File: src/rtl/tcd_pkg.sv
package tcd_pkg;
  typedef enum logic [1:0] {
    EDGE_OFF  = 2'd0,
    EDGE_RISE = 2'd1,
    EDGE_FALL = 2'd2,
    EDGE_ANY  = 2'd3
  } edge_t;
  localparam int EDGE_W = 2;
endpackage

File: src/rtl/tcd_history.sv
module tcd_history #(
  parameter int W = 16
) (
  input  logic                       clk,
  input  logic                       rst_n,
  input  logic                       accept,
  input  logic                       cur_below,
  input  logic [W-1:0]               level,
  input  logic [tcd_pkg::EDGE_W-1:0] edge_code,
  output logic                       prev_below,
  output logic                       armed
);
  logic [W-1:0]               level_q;
  logic [tcd_pkg::EDGE_W-1:0] edge_q;
  logic                       have_prev;
  logic                       cfg_moved;

  // Any difference from last cycle's settings voids the stored history.
  assign cfg_moved = (level != level_q) || (edge_code != edge_q);
  assign armed     = have_prev && !cfg_moved;

  always_ff @(posedge clk) begin
    if (!rst_n) begin
      level_q    <= '0;
      edge_q     <= '0;
      have_prev  <= 1'b0;
      prev_below <= 1'b0;
    end else begin
      level_q <= level;
      edge_q  <= edge_code;
      if (accept) begin
        have_prev  <= 1'b1;
        prev_below <= cur_below;
      end else if (cfg_moved) begin
        have_prev  <= 1'b0;
      end
    end
  end
endmodule

File: src/rtl/tcd_compare.sv
module tcd_compare #(
  parameter int W = 16
) (
  input  logic [W-1:0]               sample,
  input  logic [W-1:0]               level,
  input  logic                       prev_below,
  input  logic [tcd_pkg::EDGE_W-1:0] edge_code,
  output logic                       cur_below,
  output logic                       hit
);
  import tcd_pkg::*;
  logic up_x;
  logic dn_x;

  assign cur_below = $signed(sample) < $signed(level);
  assign up_x      = prev_below && !cur_below;
  assign dn_x      = !prev_below && cur_below;

  always_comb begin
    unique case (edge_t'(edge_code))
      EDGE_RISE: hit = up_x;
      EDGE_FALL: hit = dn_x;
      EDGE_ANY:  hit = up_x || dn_x;
      default:   hit = 1'b0;
    endcase
  end
endmodule

File: src/rtl/thresh_cross_trig.sv
module thresh_cross_trig #(
  parameter int W = 16
) (
  input  logic                       clk,
  input  logic                       rst_n,
  input  logic                       s_valid,
  output logic                       s_ready,
  input  logic [W-1:0]               s_sample,
  input  logic [W-1:0]               cfg_level,
  input  logic [tcd_pkg::EDGE_W-1:0] cfg_edge,
  output logic                       trig_pulse
);
  logic accept;
  logic cur_below;
  logic prev_below;
  logic armed;
  logic hit;

  assign s_ready = 1'b1;
  assign accept  = s_valid && s_ready;

  tcd_history #(.W(W)) u_hist (
    .clk        (clk),
    .rst_n      (rst_n),
    .accept     (accept),
    .cur_below  (cur_below),
    .level      (cfg_level),
    .edge_code  (cfg_edge),
    .prev_below (prev_below),
    .armed      (armed)
  );

  tcd_compare #(.W(W)) u_cmp (
    .sample     (s_sample),
    .level      (cfg_level),
    .prev_below (prev_below),
    .edge_code  (cfg_edge),
    .cur_below  (cur_below),
    .hit        (hit)
  );

  always_ff @(posedge clk) begin
    if (!rst_n) trig_pulse <= 1'b0;
    else        trig_pulse <= accept && armed && hit;
  end
endmodule

File: config.mk
export PLATFORM = sky130hd
export DESIGN_NAME = thresh_cross_trig
export DESIGN_NICKNAME = d
export VERILOG_FILES = /design/src/rtl/tcd_pkg.sv /design/src/rtl/tcd_history.sv /design/src/rtl/tcd_compare.sv /design/src/rtl/thresh_cross_trig.sv
export SDC_FILE = /design/constraint.sdc
export NUM_CORES = 1
export LEC_CHECK = 0
export BUFFER_PORTS_ARGS = -buffer_cell sky130_fd_sc_hd__buf_2
export CAP_MARGIN = 5
export CELL_PAD_IN_SITES_DETAIL_PLACEMENT = 0
export CELL_PAD_IN_SITES_GLOBAL_PLACEMENT = 1
export CORE_MARGIN = 5
export CORE_UTILIZATION = 33
export DETAILED_ROUTE_END_ITERATION = 12
export GPL_TIMING_DRIVEN = 0
export PLACE_DENSITY_LB_ADDON = 0.1
export SLEW_MARGIN = 10
export SYNTH_ARGS = -nofsm -noshare
export SYNTH_HDL_FRONTEND = slang
export SYNTH_SLANG_ARGS = --single-unit
File: constraint.sdc
create_clock -name clk -period 2.25 [get_ports clk]
set_input_delay 0.1125 -clock clk [delete_from_list [all_inputs] [get_ports clk]]
set_output_delay 0.1125 -clock clk [all_outputs]
set_load 0.1 [all_outputs]
# Word level (Yosys, flattened, before mapping)
# Index checks and enable logic that the tools add are counted.
# word_totals
latchBits	0
romBits	0
input_bits	37
n_memories	0
mem_bits_rw	0
elab_cells	25
register_bits	21
out_inout_bits	2
# op_classes
magnitude_cmp	1
n_div	0
n_addsub	0
n_reduce_logical	11
shifts	0
n_bitwise	0
mux	3
mul	0
eq_ne	5
# ops
cell	count
less-than comparator 16 bit	1
!= test 16 bit	1
logical AND 1 bit	5
equality test 2 bit, second input constant	2
zero test 1 bit	3
case mux 1 bit (3 select lines)	1
equality test 2 x 1 -> 1 bit, second input constant	1
logical OR 1 bit	2
2-to-1 mux 1 bit	2
!= test 2 bit	1
nonzero test 2 bit	1

# Longest topological paths before layout
# Gate-level depths: netlist of run 1.
# depth
ltp_word	6
mapped_depth	11

# Modules after synthesis
# Synthesis of run 1 repeated with hierarchy kept, for this count alone.
# unflattened
cells_unflattened	141
area_unflattened_um2	1310.0
# modules_own_cells
mod	area_each_um2	cells_per_inst	n_inst
tcd_history	797.0	77	1
tcd_compare	473.0	60	1
thresh_cross_trig	40.0	4	1

# Worst setup path after synthesis of run 1
# OpenSTA, ideal clock, no wires.
# synth_timing
path_kind	input to register
from	input cfg_level[7]
to	register trig_pulse
setup_slack_ps	84
arrival_time_ps	2078
n_path_buf	0
cell_stages	11
path_cell_list	inv_1 ha_1 and3_1 a221oi_1 o211ai_1 o21a_1 ha_1 or2b_1 a21oi_1 a31oi_1 nor4b_2
# synth_via
elab_chain_len	6
elab_cells_between_ends	12
cone_classes	1 x order compare; 1 x eq/ne; 1 x mux; 9 x reduce/logical
# synth_rtl
element	line_no	text
start, declared	thresh_cross_trig.sv:9	input logic [W-1:0] cfg_level,
less-than comparator 16 bit / != test 16 bit (equally long branches)	tcd_compare.sv:15, tcd_history.sv:19	
zero test 1 bit / logical OR 1 bit (equally long branches)	tcd_compare.sv:16, tcd_history.sv:19	
logical AND 1 bit / zero test 1 bit (equally long branches)	tcd_compare.sv:16, tcd_history.sv:20	
logical OR 1 bit / logical AND 1 bit (equally long branches)	tcd_compare.sv:23, tcd_history.sv:20	
case mux 1 bit (3 select lines) / logical AND 1 bit (equally long branches)	tcd_compare.sv:20, thresh_cross_trig.sv:44	
logical AND 1 bit *	thresh_cross_trig.sv:44	else trig_pulse <= accept && armed && hit;
end signal, assigned	thresh_cross_trig.sv:44	
end, declared	thresh_cross_trig.sv:11	output logic trig_pulse
# Every way passes the cells marked *; elsewhere a longest branch is shown, timed or not.
# A chain may end at the register's enable or synchronous reset.

# Final worst setup path of run 1
# Same ends and word-level chain as after synthesis.

==> flow_summary_export.csv, run 1 <==
group,metric,value,unit
status,status,"complete, no violations",
route,wl,2770,um
power,swShare,0.283,
power,p_total,0.862,mW
synthesis,yosysTopAreaCellShare,0.332,
place,post-place-ws,-326,ps
critical_path,critical_path.max_stage_delay,270,ps
critical_path,worstPathRequired,2430,ps
synthesis,yosys-mux-area-fraction,0,
clock_tree,cts-root-buf,"clkbuf_8",
place,port_buffers,37,
layout,final_common_cell,"buf_2",
route,drtAntennaViolNets,0,
critical_path,start_kind,"input port",
power,clock_power_share,0.291,
synthesis,avgSynthCellArea,9.12,um2
synthesis,syn_inst,139,
timing,fin_crit,2080,ps
critical_path,cp_cell_sequence,"buf_2, inv_1, ha_4, and3_4, a221oi_4, o211ai_1, o21a_1, ha_1, or2b_1, a21oi_1, a31oi_1, nor4b_2",
min_path,hp-class,"input port to register",
clock_tree,cts_hold_buf,0,
layout,n_antenna_cell,0,
route,drt_first_iter_violations,32,
timing,drv_slew,0,
critical_path,ff2ff_path_depth,4,
power,power_density,521,nW/um2
global_route,grt_pass1_wl,4440,um
route,firstDrtPassIters,4,
place,hpwl,2270,um
critical_path,cp.depth,12,
critical_path,cpMaxStageDelayCell,"a221oi_4",
global_route,grt_pass1_vias,1015,
critical_path,cp.arrival,2260,ps
power,p_leak,0.775,nW
layout,synthToLayoutAreaGrowth,30.6,%
power,pwr-share-seq,0.463,
critical_path,path_class,"input port to register",
synthesis,synthAdderAreaFrac,0.168,
timing,rsz0062_at_grt,"false",
synthesis,post-synth-top-area-cell,"dfxtp_1",
clock_tree,numCtsBuffers,3,
run,maxCapViolCount,0,
critical_path,cp-endpoint,"trig_pulse",
die,die_w,72.0,um
clock_tree,cts.path.max_buffers,2,
global_route,grt_overflow,0,
power,power_switching,0.244,mW
critical_path,startpoint,"cfg_level[7]",
synthesis,synth_cell_types,38,
timing,fin_skew,2.67,ps
layout,layout_common_cells,"buf_2, dfxtp_1, nor2_1",
die,core_area,3690,um2
timing,finalCritPeriodShare,0.926,
synthesis,yosysSeqAreaShare,0.332,
clock_tree,cts.clk_slew.worst_paths,80,ps
layout,final_nets,235,
synthesis,synth_compound_area_frac,0.0958,
global_route,antenna_found_initial,0,
global_route,grt_max_degree,12,
die,row_count,22,
timing,max_freq,480,MHz
power,p_int,0.618,mW
route,vias,1014,
die,dieHeight,72.0,um
route,via_per_inst,4.45,
route,wl_per_cell,12.1,um
clock_tree,h-tree-depth,1,
critical_path,r2r-start,"u_hist.level_q[6]",
synthesis,synth-seq-cells,21,
timing,finalSetupViolCount,0,
layout,final_util,0.449,
clock_tree,cts_tree,"done",
die,io_pins,39,
timing,whs,79.9,ps
place,gp_congestion,0.753,
layout,layout-drive-gt1-share,0.328,
critical_path,rrSetupSlack,910,ps
synthesis,synth-xor-area-share,0.124,
synthesis,synthSimpleGateAreaFrac,0.209,
clock_tree,cts_setup_buffers,0,
timing,hold_viol_final,0,
critical_path,end_kind,"register",
synthesis,ys_warn_count,0,
clock_tree,clk_latency,260,ps
synthesis,synth_top_family_by_area,"simple AND/OR/NAND/NOR gates",
timing,setup_slack,167,ps
synthesis,syn-num-nets,193,
die,die_area,5180,um2
synthesis,synth_area_leaders,"dfxtp_1, ha_1, xor2_1, inv_1, nor2_1",
critical_path,critPathTopFamily,"compound AO/OA/AOI/OAI gates",
power,combPwrFrac,0.246,
global_route,track_usage,0.111,
die,start_util,0.344,
critical_path,path_buf_inv,2,
power,ir_drop,0.295,mV
critical_path,rr_endpoint,"trig_pulse",
clock_tree,clock-sinks,21,
synthesis,syn_area,1270,um2
critical_path,cp_max_fo,3,
route,drc,0,
-- power by group through the flow --
| stage | Clock, mW | Sequential [mW] | Combinational [mW] |
|---|---|---|---|
| after global routing | 0.274 | 0.402 | 0.243 |
| after floorplan | 0 | 0.407 | 0.122 |
| final | 0.251 | 0.399 | 0.212 |
| after global placement | 0 | 0.407 | 0.187 |
| after CTS | 0.257 | 0.399 | 0.193 |
| after detailed placement | 0 | 0.408 | 0.189 |
-- metal layers --
| metal | track usage | wire (um) | up-vias |
|---|---|---|---|
| met5 | 0 | 0 | - |
| met4 | 0.0376 | 38 | 0 |
| met3 | 0.0374 | 156 | 4 |
| met2 | 0.178 | 1310 | 20 |
| met1 | 0.138 | 1260 | 444 |
| li1 | - | - | 546 |
-- worst register-to-register path, cell delays in order (launching register included) --
cell     delay [ps]
dfxtp_1         310
xor2_1          150
nor4_2          380
nand4_1         150
nor4b_2         270
-- Yosys cell counts, drive strengths merged --
master / number
or3: 2
and2: 2
a2111oi: 1
nand2: 3
buf: 1
o41ai: 1
o221a: 1
a31oi: 2
nand3: 5
nor3b: 1
and3: 1
nor2: 18
or2b: 1
a221oi: 1
o211ai: 1
o21a: 1
clkbuf: 1
and4: 1
a21oi: 3
clkinv: 1
xor2: 15
nor3: 2
conb: 1
nand2b: 3
ha: 17
nand4: 1
a211o: 1
xnor2: 3
a21o: 1
nor4b: 1
inv: 19
dfxtp: 21
nor4: 3
o21ai: 2
o2111ai: 1
-- sequential cells by signal (all words and copies together), names as in the netlist --
signal	count
u_hist.level_q	16
u_hist.have_prev	1
trig_pulse	1
u_hist.prev_below	1
u_hist.edge_q	2
-- cell type report --
type,instances,area [um2]
fillers,381,2030
flip-flops and latches,21,420
plain buffers,2,11.3
repair buffers,37,185
multi-input cells,96,858
clock buffers,4,45.0
well taps,48,60.1
inverters,20,75.1
-- through the flow --
| step | instance area, um2 | std cells | setup TNS (ps) |
|---|---|---|---|
| global placement | 1510 | 224 | -317 |
| CTS | 1560 | 228 | 0 |
| detailed placement | 1510 | 224 | -326 |
| global route | 1660 | 228 | 0 |
| floorplan | 1270 | 139 | 0 |
| finish | 1660 | 228 | 0 |
-- worst min path at each step --
stage	startpoint	to	slack (ps)	cells past startpoint
6_report	s_valid	u_hist.prev_below	80	2
5_1_grt	s_valid	u_hist.prev_below	90	2
4_1_cts	s_valid	u_hist.prev_below	80	2
3_5_place_dp	s_valid	u_hist.prev_below	360	2
3_3_place_gp	s_valid	u_hist.prev_below	360	2
2_1_floorplan	s_valid	u_hist.prev_below	210	1
-- logic make-up after synthesis --
kind of cell / after synthesis
flip-flops: 21
buffers and inverters: 22
XOR/XNOR: 18
AO/OA/AOI/OAI: 16
AND/OR/NAND/NOR: 44
other: 1
adder cells (fa/ha/maj): 17
-- timing repair --
| action | 4_1_cts | 5_1_grt |
|---|---|---|
| gates resized for setup | 1 | 10 |
| pin swaps | 0 | 5 |
| endpoints found under the hold margin | 0 | 0 |
| endpoints found under the setup margin | 1 | 1 |
No activity file was read; power rests on OpenSTA's default activity.
==> run 2, diff against run 1 <==
==> constraint.sdc (replaced) <==
create_clock -name clk -period 2.25 [get_ports clk]
set_input_delay 0.225 -clock clk [delete_from_list [all_inputs] [get_ports clk]]
set_output_delay 0.225 -clock clk [all_outputs]
set_load 0.1 [all_outputs]
==> run 2 against run 1 <==
Against the previous run: flip-flop and latch count is the same; largest power group unchanged; register-to-register slack lost 30 ps; design area grew 11%; die area is the same; clock power is essentially flat; via count grew 2.9%; clock skew grew 1.6 ps; maximum frequency shrank 5.9%; highest routed layer unchanged; cell count grew 2.2%; power grew 5.1%; wire length grew 7.2%.
==> flow_summary_export.csv, run 2 (synthesis gave the netlist of run 1 again) <==
group,metric,value,unit
clock_tree,cts.clk_slew.worst_paths,80,ps
timing,max_freq,452,MHz
clock_tree,numCtsBuffers,3,
timing,finalCritPeriodShare,0.984,
clock_tree,clock-sinks,21,
layout,final_nets,240,
clock_tree,cts.path.max_buffers,2,
layout,layout_common_cells,"buf_2, dfxtp_1, nor2_1",
layout,final_common_cell,"buf_2",
global_route,track_usage,0.117,
timing,hold_viol_final,0,
status,status,"complete, no violations",
route,drt_first_iter_violations,33,
layout,n_antenna_cell,0,
timing,drv_slew,0,
die,row_count,22,
layout,seqCellArea,420,um2
global_route,grt_pass1_wl,4690,um
timing,setup_slack,36.5,ps
layout,fill_cells,370,
critical_path,worstPathRequired,2430,ps
run,maxCapViolCount,0,
layout,final_util,0.497,
route,vias,1043,
place,port_buffers,37,
die,die_w,72.0,um
clock_tree,cts-root-buf,"clkbuf_8",
power,power_density,494,nW/um2
place,gp_congestion,0.750,
timing,whs,186,ps
clock_tree,h-tree-depth,1,
layout,reg_top3,"u_hist.level_q (16), u_hist.edge_q (2)",
clock_tree,clk_latency,260,ps
route,drc,0,
clock_tree,cts_tree,"done",
die,die_area,5180,um2
die,io_pins,39,
power,p_leak,0.810,nW
layout,synthToLayoutAreaGrowth,44.7,%
critical_path,end_kind,"register",
layout,largest_register_ffs,16,
route,wl_per_cell,12.7,um
timing,fin_skew,4.24,ps
min_path,hp-class,"input port to register",
critical_path,cp.arrival,2400,ps
timing,finalSetupViolCount,0,
critical_path,cp_max_fo,3,
die,core_area,3690,um2
timing,rsz0062_at_grt,"true",
global_route,antenna_found_initial,0,
layout,regMostFlops,"u_hist.level_q",
power,p_total,0.906,mW
global_route,grt_overflow,0,
die,start_util,0.344,
place,hpwl,2350,um
critical_path,path_class,"input port to register",
route,via_per_inst,4.48,
die,dieHeight,72.0,um
global_route,grt_pass1_vias,1092,
power,ir_drop,0.246,mV
layout,layout-drive-gt1-share,0.432,
route,wl,2970,um
global_route,grt_max_degree,12,
route,firstDrtPassIters,4,
timing,fin_crit,2210,ps
critical_path,start_kind,"input port",
layout,multiInputGateArea,927,um2
place,post-place-ws,-380,ps
route,drtAntennaViolNets,0,
## run 2: critical path: stages
cell,delay (ps)
buf_8,80
inv_6,30
ha_4,260
nand3_4,80
or3_4,410
o211ai_1,240
o21a_1,180
ha_1,230
or2b_1,230
a21oi_2,110
a31oi_1,60
nor4b_2,270
## run 2: cell type report
class	instances	area share
Buffer	2	0.00614
Clock buffer	4	0.0246
Inverter	20	0.0491
Multi-Input combinational cell	96	0.505
Sequential cell	21	0.229
Tap cell	48	0.0327
Timing Repair Buffer	42	0.153
## run 2: metrics by stage
stage,setup TNS (ps),instances,instance area [um2]
global placement,-356,224,1550
global route,-83.3,233,1830
CTS,0,229,1630
detailed placement,-380,224,1550
floorplan,0,139,1310
finish,0,233,1830
## run 2: what timing repair did
item	in CTS	in global routing
pin swaps	3	15
endpoints found under the setup margin	1	1
setup buffers	1	4
gates resized for setup	3	40
hold buffers	0	0
## run 2: final timing paths
path                           from            endpoint  slack, ps  cells after the start
setup / recovery      cfg_level[12]          trig_pulse         40                     12
hold / removal        cfg_level[13]  u_hist.level_q[13]        190                      3
setup reg to reg  u_hist.prev_below          trig_pulse        880                      5
hold reg to reg   u_hist.prev_below   u_hist.prev_below        610                      4
## run 2: power breakdown
part           internal, mW  switching (mW)
Combinational         0.129           0.126
Clock                 0.126           0.125
Sequential            0.391         0.00800
## run 2: layer usage
layer / track usage / part of all wire / routed length (um)
met5: 0 / 0 / 0
met4: 0.0501 / 0.017 / 51
met2: 0.189 / 0.48 / 1440
met1: 0.149 / 0.45 / 1330
met3: 0.0291 / 0.051 / 151
